File: src/rtl/uart_tx_pkg.sv
package uart_tx_pkg;

   typedef enum logic [2:0] {
      ST_IDLE,
      ST_START,
      ST_DATA,
      ST_PAR,
      ST_STOP
   } tx_state_e;

   typedef struct packed {
      logic [1:0] len;
      logic [2:0] par;
      logic [1:0] stop;
   } tx_fmt_t;

   // index of the final data bit for a length code
   function automatic logic [2:0] last_data_idx(input logic [1:0] len);
      case (len)
         2'b11:   return 3'd5;
         2'b10:   return 3'd6;
         default: return 3'd7;
      endcase
   endfunction

   // mask of the data bits that take part in a frame
   function automatic logic [7:0] data_mask(input logic [1:0] len);
      case (len)
         2'b11:   return 8'h3F;
         2'b10:   return 8'h7F;
         default: return 8'hFF;
      endcase
   endfunction

endpackage

File: src/rtl/uart_tx_tick.sv
module uart_tx_tick #(
   parameter int unsigned PRE_DIV = 8,
   parameter int unsigned DIV_W   = 12
) (
   input  logic             clk,
   input  logic             rst_n,
   input  logic             clr,
   input  logic             run,
   input  logic             pre_en,
   input  logic [DIV_W-1:0] div,
   output logic             tick
);

   localparam int unsigned PW = (PRE_DIV > 1) ? $clog2(PRE_DIV) : 1;

   logic             src_en;
   logic [DIV_W-1:0] dcnt;

   generate
      if (PRE_DIV > 1) begin : g_pre
         logic [PW-1:0] pcnt;

         always_ff @(posedge clk) begin
            if (!rst_n || clr) pcnt <= '0;
            else if (run)      pcnt <= pcnt + 1'b1;
         end

         assign src_en = !pre_en || (pcnt == PW'(PRE_DIV - 1));

         // with the prescaler in use, ticks are never back to back
         p_tick_gap_r8: assert property (@(posedge clk) disable iff (!rst_n)
            (run && pre_en && tick) |=> !tick);
      end else begin : g_nopre
         logic unused_pre;
         assign unused_pre = pre_en;
         assign src_en     = 1'b1;
      end
   endgenerate

   always_ff @(posedge clk) begin
      if (!rst_n || clr)       dcnt <= '0;
      else if (run && src_en)  dcnt <= (dcnt == div) ? '0 : dcnt + 1'b1;
   end

   assign tick = run && src_en && (dcnt == div);

endmodule

File: src/rtl/uart_tx_parity.sv
module uart_tx_parity
   import uart_tx_pkg::*;
(
   input  logic [7:0] data,
   input  logic [1:0] len,
   input  logic [2:0] mode,
   output logic       par_bit,
   output logic       par_on
);

   logic ones_odd;

   assign ones_odd = ^(data & data_mask(len));

   always_comb begin
      par_on  = 1'b1;
      par_bit = 1'b0;
      case (mode)
         3'b000:  par_bit = ones_odd;
         3'b001:  par_bit = ~ones_odd;
         3'b010:  par_bit = 1'b0;
         3'b011:  par_bit = 1'b1;
         default: par_on  = 1'b0;
      endcase
   end

endmodule

File: src/rtl/uart_tx_seq.sv
module uart_tx_seq
   import uart_tx_pkg::*;
#(
   parameter int unsigned OVERSAMPLE = 16,
   parameter int unsigned DIV_W      = 12
) (
   input  logic             clk,
   input  logic             rst_n,
   input  logic             tick,
   input  logic             in_valid,
   input  logic [7:0]       in_data,
   input  logic [1:0]       cfg_len,
   input  logic [2:0]       cfg_par,
   input  logic [1:0]       cfg_stop,
   input  logic             cfg_pre8,
   input  logic [DIV_W-1:0] baud_div,
   input  logic             par_bit,
   input  logic             par_on,
   output logic             in_ready,
   output logic             tx_line,
   output logic             run,
   output logic             clr,
   output logic             pre_q,
   output logic [DIV_W-1:0] div_q,
   output logic [7:0]       data_q,
   output tx_fmt_t          fmt_q
);

   localparam int unsigned TW = $clog2(2 * OVERSAMPLE);
   localparam logic [TW-1:0] BIT_LAST  = TW'(OVERSAMPLE - 1);
   localparam logic [TW-1:0] STOP_1    = TW'(OVERSAMPLE - 1);
   localparam logic [TW-1:0] STOP_1P5  = TW'(OVERSAMPLE + OVERSAMPLE / 2 - 1);
   localparam logic [TW-1:0] STOP_2    = TW'(2 * OVERSAMPLE - 1);

   tx_state_e     st_q;
   logic [TW-1:0] tcnt;
   logic [2:0]    bidx;
   logic [7:0]    shift_q;
   logic          line_q;
   logic [TW-1:0] stop_last;
   logic          bit_end;

   assign in_ready = (st_q == ST_IDLE);
   assign clr      = in_valid && in_ready;
   assign run      = !in_ready;
   assign tx_line  = line_q;

   always_comb begin
      case (fmt_q.stop)
         2'b01:   stop_last = STOP_1P5;
         2'b10:   stop_last = STOP_2;
         default: stop_last = STOP_1;
      endcase
      bit_end = tick && (tcnt == ((st_q == ST_STOP) ? stop_last : BIT_LAST));
   end

   always_ff @(posedge clk) begin
      if (!rst_n) begin
         st_q    <= ST_IDLE;
         line_q  <= 1'b1;
         tcnt    <= '0;
         bidx    <= '0;
         shift_q <= '0;
         data_q  <= '0;
         fmt_q   <= '0;
         pre_q   <= 1'b0;
         div_q   <= '0;
      end else if (st_q == ST_IDLE) begin
         if (in_valid) begin
            st_q   <= ST_START;
            line_q <= 1'b0;
            tcnt   <= '0;
            data_q <= in_data;
            fmt_q  <= '{len: cfg_len, par: cfg_par, stop: cfg_stop};
            pre_q  <= cfg_pre8;
            div_q  <= baud_div;
         end
      end else if (tick) begin
         tcnt <= bit_end ? '0 : tcnt + 1'b1;
         if (bit_end) begin
            case (st_q)
               ST_START: begin
                  st_q    <= ST_DATA;
                  line_q  <= data_q[0];
                  shift_q <= data_q >> 1;
                  bidx    <= '0;
               end
               ST_DATA: begin
                  if (bidx == last_data_idx(fmt_q.len)) begin
                     st_q   <= par_on ? ST_PAR : ST_STOP;
                     line_q <= par_on ? par_bit : 1'b1;
                  end else begin
                     line_q  <= shift_q[0];
                     shift_q <= shift_q >> 1;
                     bidx    <= bidx + 1'b1;
                  end
               end
               ST_PAR: begin
                  st_q   <= ST_STOP;
                  line_q <= 1'b1;
               end
               default: begin
                  st_q   <= ST_IDLE;
                  line_q <= 1'b1;
               end
            endcase
         end
      end
   end

   p_ready_drop_r2: assert property (@(posedge clk) disable iff (!rst_n)
      (in_valid && in_ready) |=> !in_ready);

   p_start_low_r3: assert property (@(posedge clk) disable iff (!rst_n)
      (in_valid && in_ready) |=> !tx_line);

   p_stop_high_r7: assert property (@(posedge clk) disable iff (!rst_n)
      (st_q == ST_STOP) |-> tx_line);

   p_fmt_hold_r9: assert property (@(posedge clk) disable iff (!rst_n)
      (st_q != ST_IDLE) |=> (st_q == ST_IDLE) || ($stable(fmt_q) && $stable(div_q)));

   p_idle_high_r10: assert property (@(posedge clk) disable iff (!rst_n)
      in_ready |-> tx_line);

endmodule

File: src/rtl/uart_frame_tx.sv
module uart_frame_tx
   import uart_tx_pkg::*;
#(
   parameter int unsigned OVERSAMPLE = 16,
   parameter int unsigned PRE_DIV    = 8,
   parameter int unsigned DIV_W      = 12
) (
   input  logic             clk,
   input  logic             rst_n,
   input  logic             in_valid,
   output logic             in_ready,
   input  logic [7:0]       in_data,
   input  logic [1:0]       cfg_len,
   input  logic [2:0]       cfg_par,
   input  logic [1:0]       cfg_stop,
   input  logic             cfg_pre8,
   input  logic [DIV_W-1:0] baud_div,
   output logic             tx_line
);

   initial begin
      assert (OVERSAMPLE >= 4 && (OVERSAMPLE % 2) == 0)
         else $error("OVERSAMPLE must be even and at least 4");
      assert (PRE_DIV >= 1 && (PRE_DIV & (PRE_DIV - 1)) == 0)
         else $error("PRE_DIV must be a power of two");
      assert (DIV_W >= 1 && DIV_W <= 24)
         else $error("DIV_W out of range");
   end

   logic             tick;
   logic             run;
   logic             clr;
   logic             pre_q;
   logic [DIV_W-1:0] div_q;
   logic [7:0]       data_q;
   tx_fmt_t          fmt_q;
   logic             par_bit;
   logic             par_on;

   uart_tx_tick #(.PRE_DIV(PRE_DIV), .DIV_W(DIV_W)) u_tick (
      .clk    (clk),
      .rst_n  (rst_n),
      .clr    (clr),
      .run    (run),
      .pre_en (pre_q),
      .div    (div_q),
      .tick   (tick)
   );

   uart_tx_parity u_par (
      .data    (data_q),
      .len     (fmt_q.len),
      .mode    (fmt_q.par),
      .par_bit (par_bit),
      .par_on  (par_on)
   );

   uart_tx_seq #(.OVERSAMPLE(OVERSAMPLE), .DIV_W(DIV_W)) u_seq (
      .clk      (clk),
      .rst_n    (rst_n),
      .tick     (tick),
      .in_valid (in_valid),
      .in_data  (in_data),
      .cfg_len  (cfg_len),
      .cfg_par  (cfg_par),
      .cfg_stop (cfg_stop),
      .cfg_pre8 (cfg_pre8),
      .baud_div (baud_div),
      .par_bit  (par_bit),
      .par_on   (par_on),
      .in_ready (in_ready),
      .tx_line  (tx_line),
      .run      (run),
      .clr      (clr),
      .pre_q    (pre_q),
      .div_q    (div_q),
      .data_q   (data_q),
      .fmt_q    (fmt_q)
   );

endmodule

File: config.mk
export PLATFORM = sky130hd
export DESIGN_NAME = uart_frame_tx
export DESIGN_NICKNAME = d
export VERILOG_FILES = /design/src/rtl/uart_tx_pkg.sv /design/src/rtl/uart_tx_tick.sv /design/src/rtl/uart_tx_parity.sv /design/src/rtl/uart_tx_seq.sv /design/src/rtl/uart_frame_tx.sv
export SDC_FILE = /design/constraint.sdc
export NUM_CORES = 1
export LEC_CHECK = 0
export ABC_AREA = 0
export BUFFER_PORTS_ARGS = -buffer_cell sky130_fd_sc_hd__buf_4
export CAP_MARGIN = 20
export CELL_PAD_IN_SITES_DETAIL_PLACEMENT = 1
export CELL_PAD_IN_SITES_GLOBAL_PLACEMENT = 2
export CORE_MARGIN = 2
export CORE_UTILIZATION = 38
export CTS_CLUSTER_SIZE = 40
export DETAILED_ROUTE_END_ITERATION = 8
export PLACE_DENSITY_LB_ADDON = 0.1
export REMOVE_ABC_BUFFERS = 1
export SETUP_SLACK_MARGIN = 0.2
export SKIP_LAST_GASP = 1
export SLEW_MARGIN = 5
export SYNTH_ARGS = -nofsm -noshare
export SYNTH_HDL_FRONTEND = slang
export SYNTH_SLANG_ARGS = --single-unit
File: constraint.sdc
create_clock -name clk -period 5.9 [get_ports clk]
set_input_delay 0.295 -clock clk [delete_from_list [all_inputs] [get_ports clk]]
set_output_delay 0.295 -clock clk [all_outputs]
set_load 0.005 [all_outputs]
## Word level (Yosys, flattened, before mapping)

Index checks and enable logic that the tools add are counted.

- Add/sub/neg operators: 4
- Eq/ne operators: 18
- Muxes and demuxes: 34
- Bitwise gates (word level): 3
- Reduce and logical (&&, ||, !) cells: 21

Operators with widths:

| operator | number |
|---|---|
| $mux W3 | 12 |
| $pmux W8 S2 | 2 |
| $mux W5 | 5 |
| $add A12 B1 Y12 const B | 1 |
| $eq A12 B12 Y1 | 1 |
| $eq A3 B2 Y1 const B | 4 |
| $mux W12 | 1 |
| $pmux W5 S2 | 1 |
| $pmux W3 S3 | 1 |
| $and A8 B8 Y8 | 1 |
| $mux W8 | 1 |
| $reduce_xor A8 Y1 | 1 |
| $mux W1 | 7 |
| $add A3 B1 Y3 const B | 2 |
| $eq A2 B2 Y1 const B | 3 |
| $eq A3 B1 Y1 const B | 2 |
| $eq A3 B3 Y1 const B | 2 |
| $logic_not A3 Y1 | 2 |
| $pmux W3 S2 | 1 |
| $reduce_bool A2 Y1 | 3 |
| $add A5 B1 Y5 const B | 1 |
| $eq A5 B5 Y1 | 1 |
| $reduce_and A5 Y1 | 1 |
| $logic_and A1 B1 Y1 | 4 |
| other kinds (14) | 20 |

- Register bits: 63
- Word-level logic and storage cells: 93

## Logic depth before layout (Yosys ltp)

- Depth in word-level cells: 15
- Gate-level depth with buffers: 10
- Mapped depth without buffers: 8

## Modules after synthesis

A second synthesis with hierarchy kept.

- Cell total of the unflattened synthesis: 359
- Area, all modules: 3,111.7 um^2

By module, submodules not included:

| module | instances | cells each | area an instance (um^2) | sequential area each (um^2) |
|---|---|---|---|---|
| uart_tx_seq | 1 | 255 | 2,152.1 | 940.9 |
| uart_tx_tick | 1 | 92 | 849.6 | 300.3 |
| uart_tx_parity | 1 | 12 | 110.1 | 0.0 |

## Worst setup path after synthesis

Ideal clock, no wire load.

- Kind: register -> register
- From: reg, netlist name u_seq.fmt_q[1]
- To: reg u_seq.bidx[0]
- Arrival: 1.979 ns
- Path slack: 3.851 ns
- Cell stages (with the launch flop): 9
- Path buffers: 1
- Period minus slack after synthesis: 2.049 ns
- Cells stage by stage: dfxtp_1 inv_1 ha_1 o32ai_1 a32oi_1 or3_1 buf_2 or3_1 a21oi_1

- Cells in the longest elaborated chain, start to end: 6
- Elaborated cells on any way between the ends: 7
- Those cells by class: eq/ne: 3; mux: 2; reduce/logical: 2

Ends and longest elaborated chain:

| item | RTL line | source |
|---|---|---|
| $eq A2 B2 Y1 / $eq A2 B1 Y1 (equally long branches) | uart_tx_seq.sv:49 | `case (fmt_q.stop)` |
| $pmux W5 S2 (*) | uart_tx_seq.sv:49 |  |
| $mux W5 (*) | uart_tx_seq.sv:54 | `bit_end = tick && (tcnt == ((st_q == ST_STOP) ? stop_last : BIT_LAST));` |
| $eq A5 B5 Y1 (*) | uart_tx_seq.sv:54 |  |
| $logic_and A1 B1 Y1 (*) | uart_tx_seq.sv:54 |  |
| $reduce_and A5 Y1 (no line) (*) | -- |  |
| to (signal assigned) | uart_tx_seq.sv:95 | `bidx <= bidx + 1'b1;` |
| to (decl) | uart_tx_seq.sv:37 | `logic [2:0] bidx;` |

Every way passes the cells marked *; elsewhere a longest branch is shown, timed or not.
A chain may end at the register's enable or synchronous reset.

## Worst setup path after layout

- From: reg, netlist name u_seq.fmt_q[1]
- To: reg u_seq.shift_q[4]

- Cells in the longest elaborated chain, start to end: 6
- Elaborated cells on any way between the ends: 7
- Those cells by class: eq/ne: 3; mux: 2; reduce/logical: 2

Ends and longest elaborated chain:

| item | RTL line | source |
|---|---|---|
| $eq A2 B2 Y1 / $eq A2 B1 Y1 (equally long branches) | uart_tx_seq.sv:49 |  |
| $pmux W5 S2 (*) | uart_tx_seq.sv:49 |  |
| $mux W5 (*) | uart_tx_seq.sv:54 |  |
| $eq A5 B5 Y1 (*) | uart_tx_seq.sv:54 |  |
| $logic_and A1 B1 Y1 (*) | uart_tx_seq.sv:54 |  |
| $reduce_and A5 Y1 (no line) (*) | -- |  |
| to (signal assigned) | uart_tx_seq.sv:85 | `shift_q <= data_q >> 1;` |
| to (signal assigned) | uart_tx_seq.sv:94 | `shift_q <= shift_q >> 1;` |
| to (decl) | uart_tx_seq.sv:38 | `logic [7:0] shift_q;` |

Marks and branches as above.

==> results.md <==
* Status: finished clean
* Clock Power Share at 0.356
* CTS Root Buffer Type: clkbuf_8
* Setup tns final at 0 ps
* Period minus WS final at 2450 ps
* Buf+Inv Stages, Crit Path at 1
* Most frequent cells in the layout: 71 x nand2_1, 62 x dfxtp_1, 39 x a21oi_1, 34 x buf_4, 25 x nor2_1
* Critical Path Max Stage Delay at roughly 860 ps
* Hpwl dp at 4940 µm
* Final Hold Viols at 0
* Hold Crit Start: baud_div[2]
* Reg power frac at 0.461
* Unique masters post-synth at 53
* Row Count at 32
* Remaining DRCs at 0
* Layout cells sized above 1 at 0.168
* Crit start category: register
* Finished Layout Cells at slightly below 500
* Worst Path Required at 6150 ps
* # IOs at 33
* Pre-Repair DR Iteration Count at 4
* Reg2Reg Launch Point: u_seq.fmt_q[1]
* Slew Limit Fails at 0
* Remaining Overflow, GRT at 0
* Synth warn at 0
* First-pass GRT wire length at ~12,000 µm
* TritonCTS sink count at 62
* Total die area at 0.00858 mm²
* Initial antenna violation count at 0
* Ys flop type: dfxtp_1
* Starting Density at 0.388
* Number of synthesized flops with an enable pin at 0
* Synthesized netlist cell count at 346
* Normalized max-slew margin at 0.401
* IO buf count at 32
* Fin nets at 413
* Hold_buf cts at 0
* Placed Instances at 466
* Reg-to-Reg End: u_seq.shift_q[4]
* R2r setup slk at 3450 ps
* Syn Std Cell Area at 0.00299 mm²
* Ys async rst share at 0
* Fin crit share at 0.415
* CP Capture Type: register
* Routed wire per std cell at between 10 and 15 µm
* Core area at 0.00769 mm²
* Combinational Power Share at 0.183
* Average size of a mapped cell at 8.63 µm²
* Total GRT Usage at 0.179
* CTS tree: done
* Post-DP Area at between 0.003 and 0.004 mm²
* Setup violators final at 0
* Commonest non-fill, non-tap cell in the layout: nand2_1
* Seq/Total Area, Yosys at 0.416
* DRT antenna net count at 0
* Detailed-route via count at between 2,000 and 2,500
* Placer Congestion at 0.787
* Worst hold path depth at 3
* Area grow syn2layout at 17.1%
* Slowest CP cell: a2111oi_4
* Largest net degree at the start of global routing at 44
* Worst setup margin at ~3500 ps
* Worst-margin pin slew at 899 ps
* Final instance area at about 0.0035 mm²
* Clock Latency Late Sink at 330 ps
* Clk buf depth at 2
* Routed vias/inst at between 5 and 6
* Vias in the first global route at 2,528
* Final WL at 6930 µm
* Worst-path cell chain: inv_1 -> ha_1 -> o32ai_1 -> a32oi_1 -> a2111oi_4 -> nor2_1 -> a211oi_2
* Max Clock Freq at 408 MHz
* Total power at 1.02 mW
* Family with the most delay on the worst path: compound AO/OA/AOI/OAI gates
* VDD IR-drop max at 128 µV
* Pre-CTS WS at 3420 ps
* Worst EP arrival at 2700 ps
* Critical path class: reg2reg
* Crit path max fanout at 15
* Skew final at around 7.6 ps
* Hold Path Class: in2reg
* CTS buffer count at 9
* Cts repair resizes at 0
* CTS H-Tree Depth at 3
* Power per cell area at 291 mW/mm²
* Sw Share at 0.289
* Lkg Pwr at ~1.4 nW
* N_diodes at 0
* Psw at ~0.29 mW
* Max cap viols at 0
* Die Width at 92.6 µm
* Internal power at 0.723 mW
* Number of synthesized register bits at 62
* RSZ-0062 raised after global routing: no
* WHS Endpoint: u_seq.div_q[2]
* Clock transition at path regs at 70 ps
* Die Height at 92.6 µm
* R2R depth at 7
* Setup bufs post-CTS at 0
* Drt initial violations at 40
[cell type report]
class / instances / area [µm²]
Clock inverter: 5 / 60.1
Timing Repair Buffer: 35 / 270
Inverter: 9 / 36.3
Fill cell: 956 / 4190
Clock buffer: 11 / 131
Multi-Input combinational cell: 259 / 1630
Sequential cell: 62 / 1240
Tap cell: 102 / 128
[cells by family (layout without fill, tap and decap cells)]
family / count (synthesis) / in the layout / synth area share
AND/OR/NAND/NOR: 145 / 145 / 0.240
AO/OA/AOI/OAI: 68 / 68 / 0.155
flip-flops: 62 / 62 / 0.416
XOR/XNOR: 32 / 32 / 0.0985
buffers and inverters: 25 / 60 / 0.0390
multiplexers: 8 / 8 / 0.0268
adder cells (fa/ha/maj): 6 / 6 / 0.0251
[Yosys cell counts, types with 6 or more instances]
master | number | area (µm²)
ha_1 | 6 | 75.1
xor2_1 | 22 | 193
nand3_1 | 12 | 60.1
nand2_1 | 71 | 267
clkbuf_1 | 8 | 30.0
dfxtp_1 | 62 | 1240
mux2i_1 | 8 | 80.1
inv_1 | 7 | 26.3
o21ai_0 | 7 | 35.0
xnor2_1 | 9 | 78.8
nor2_1 | 25 | 93.8
a21oi_1 | 39 | 195
[worst min-delay path: cells and delay by family]
kind	cells	cell delay [ps]
simple gates	1	50
buf+inv	1	110
compound gates	1	50
[registers in the layout (all words and copies together), names as in the netlist]
name / cells
u_seq.data_q: 8
u_tick.g_pre.pcnt: 3
u_seq.pre_q: 1
u_seq.tx_line: 1
u_tick.dcnt: 12
u_seq.fmt_q: 7
u_seq.st_q: 3
u_seq.tcnt: 5
u_seq.shift_q: 7
u_seq.div_q: 12
u_seq.bidx: 3
[per-layer routing]
layer	track usage	vias up	wire, µm
met3	0.0374	5	200
met1	0.215	1152	3220
li1	-	1250	-
met2	0.316	29	3430
met4	0.0662	0	78
met5	0	-	0
[stage by stage]
stage | utilization | hold WS [ps]
after floorplan | - | 431
after global placement | 0.428 | 448
after detailed placement | 0.428 | 454
after CTS | 0.453 | 185
after global routing | 0.455 | 199
final | 0.455 | 204
[power groups by stage]
stage	logic, mW	clock network [mW]	registers [mW]
2_1_floorplan	0.127	0	0.471
3_5_place_dp	0.187	0	0.479
3_3_place_gp	0.182	0	0.478
6_report	0.186	0.362	0.469
5_1_grt	0.211	0.395	0.473
4_1_cts	0.187	0.378	0.469
[worst max path at each step]
stage,start,to,slack (ps),cells after the start
final,u_seq.fmt_q[1],u_seq.shift_q[4],3450,7
after CTS,u_seq.st_q[0],u_seq.st_q[2],3400,5
after global placement,u_seq.st_q[0],u_seq.st_q[0],3490,5
after global routing,u_seq.fmt_q[1],u_seq.shift_q[2],3200,7
after floorplan,u_seq.fmt_q[1],u_seq.shift_q[2],3770,7
after detailed placement,u_seq.st_q[0],u_seq.st_q[2],3420,5
No activity file was read; power rests on OpenSTA's default activity.
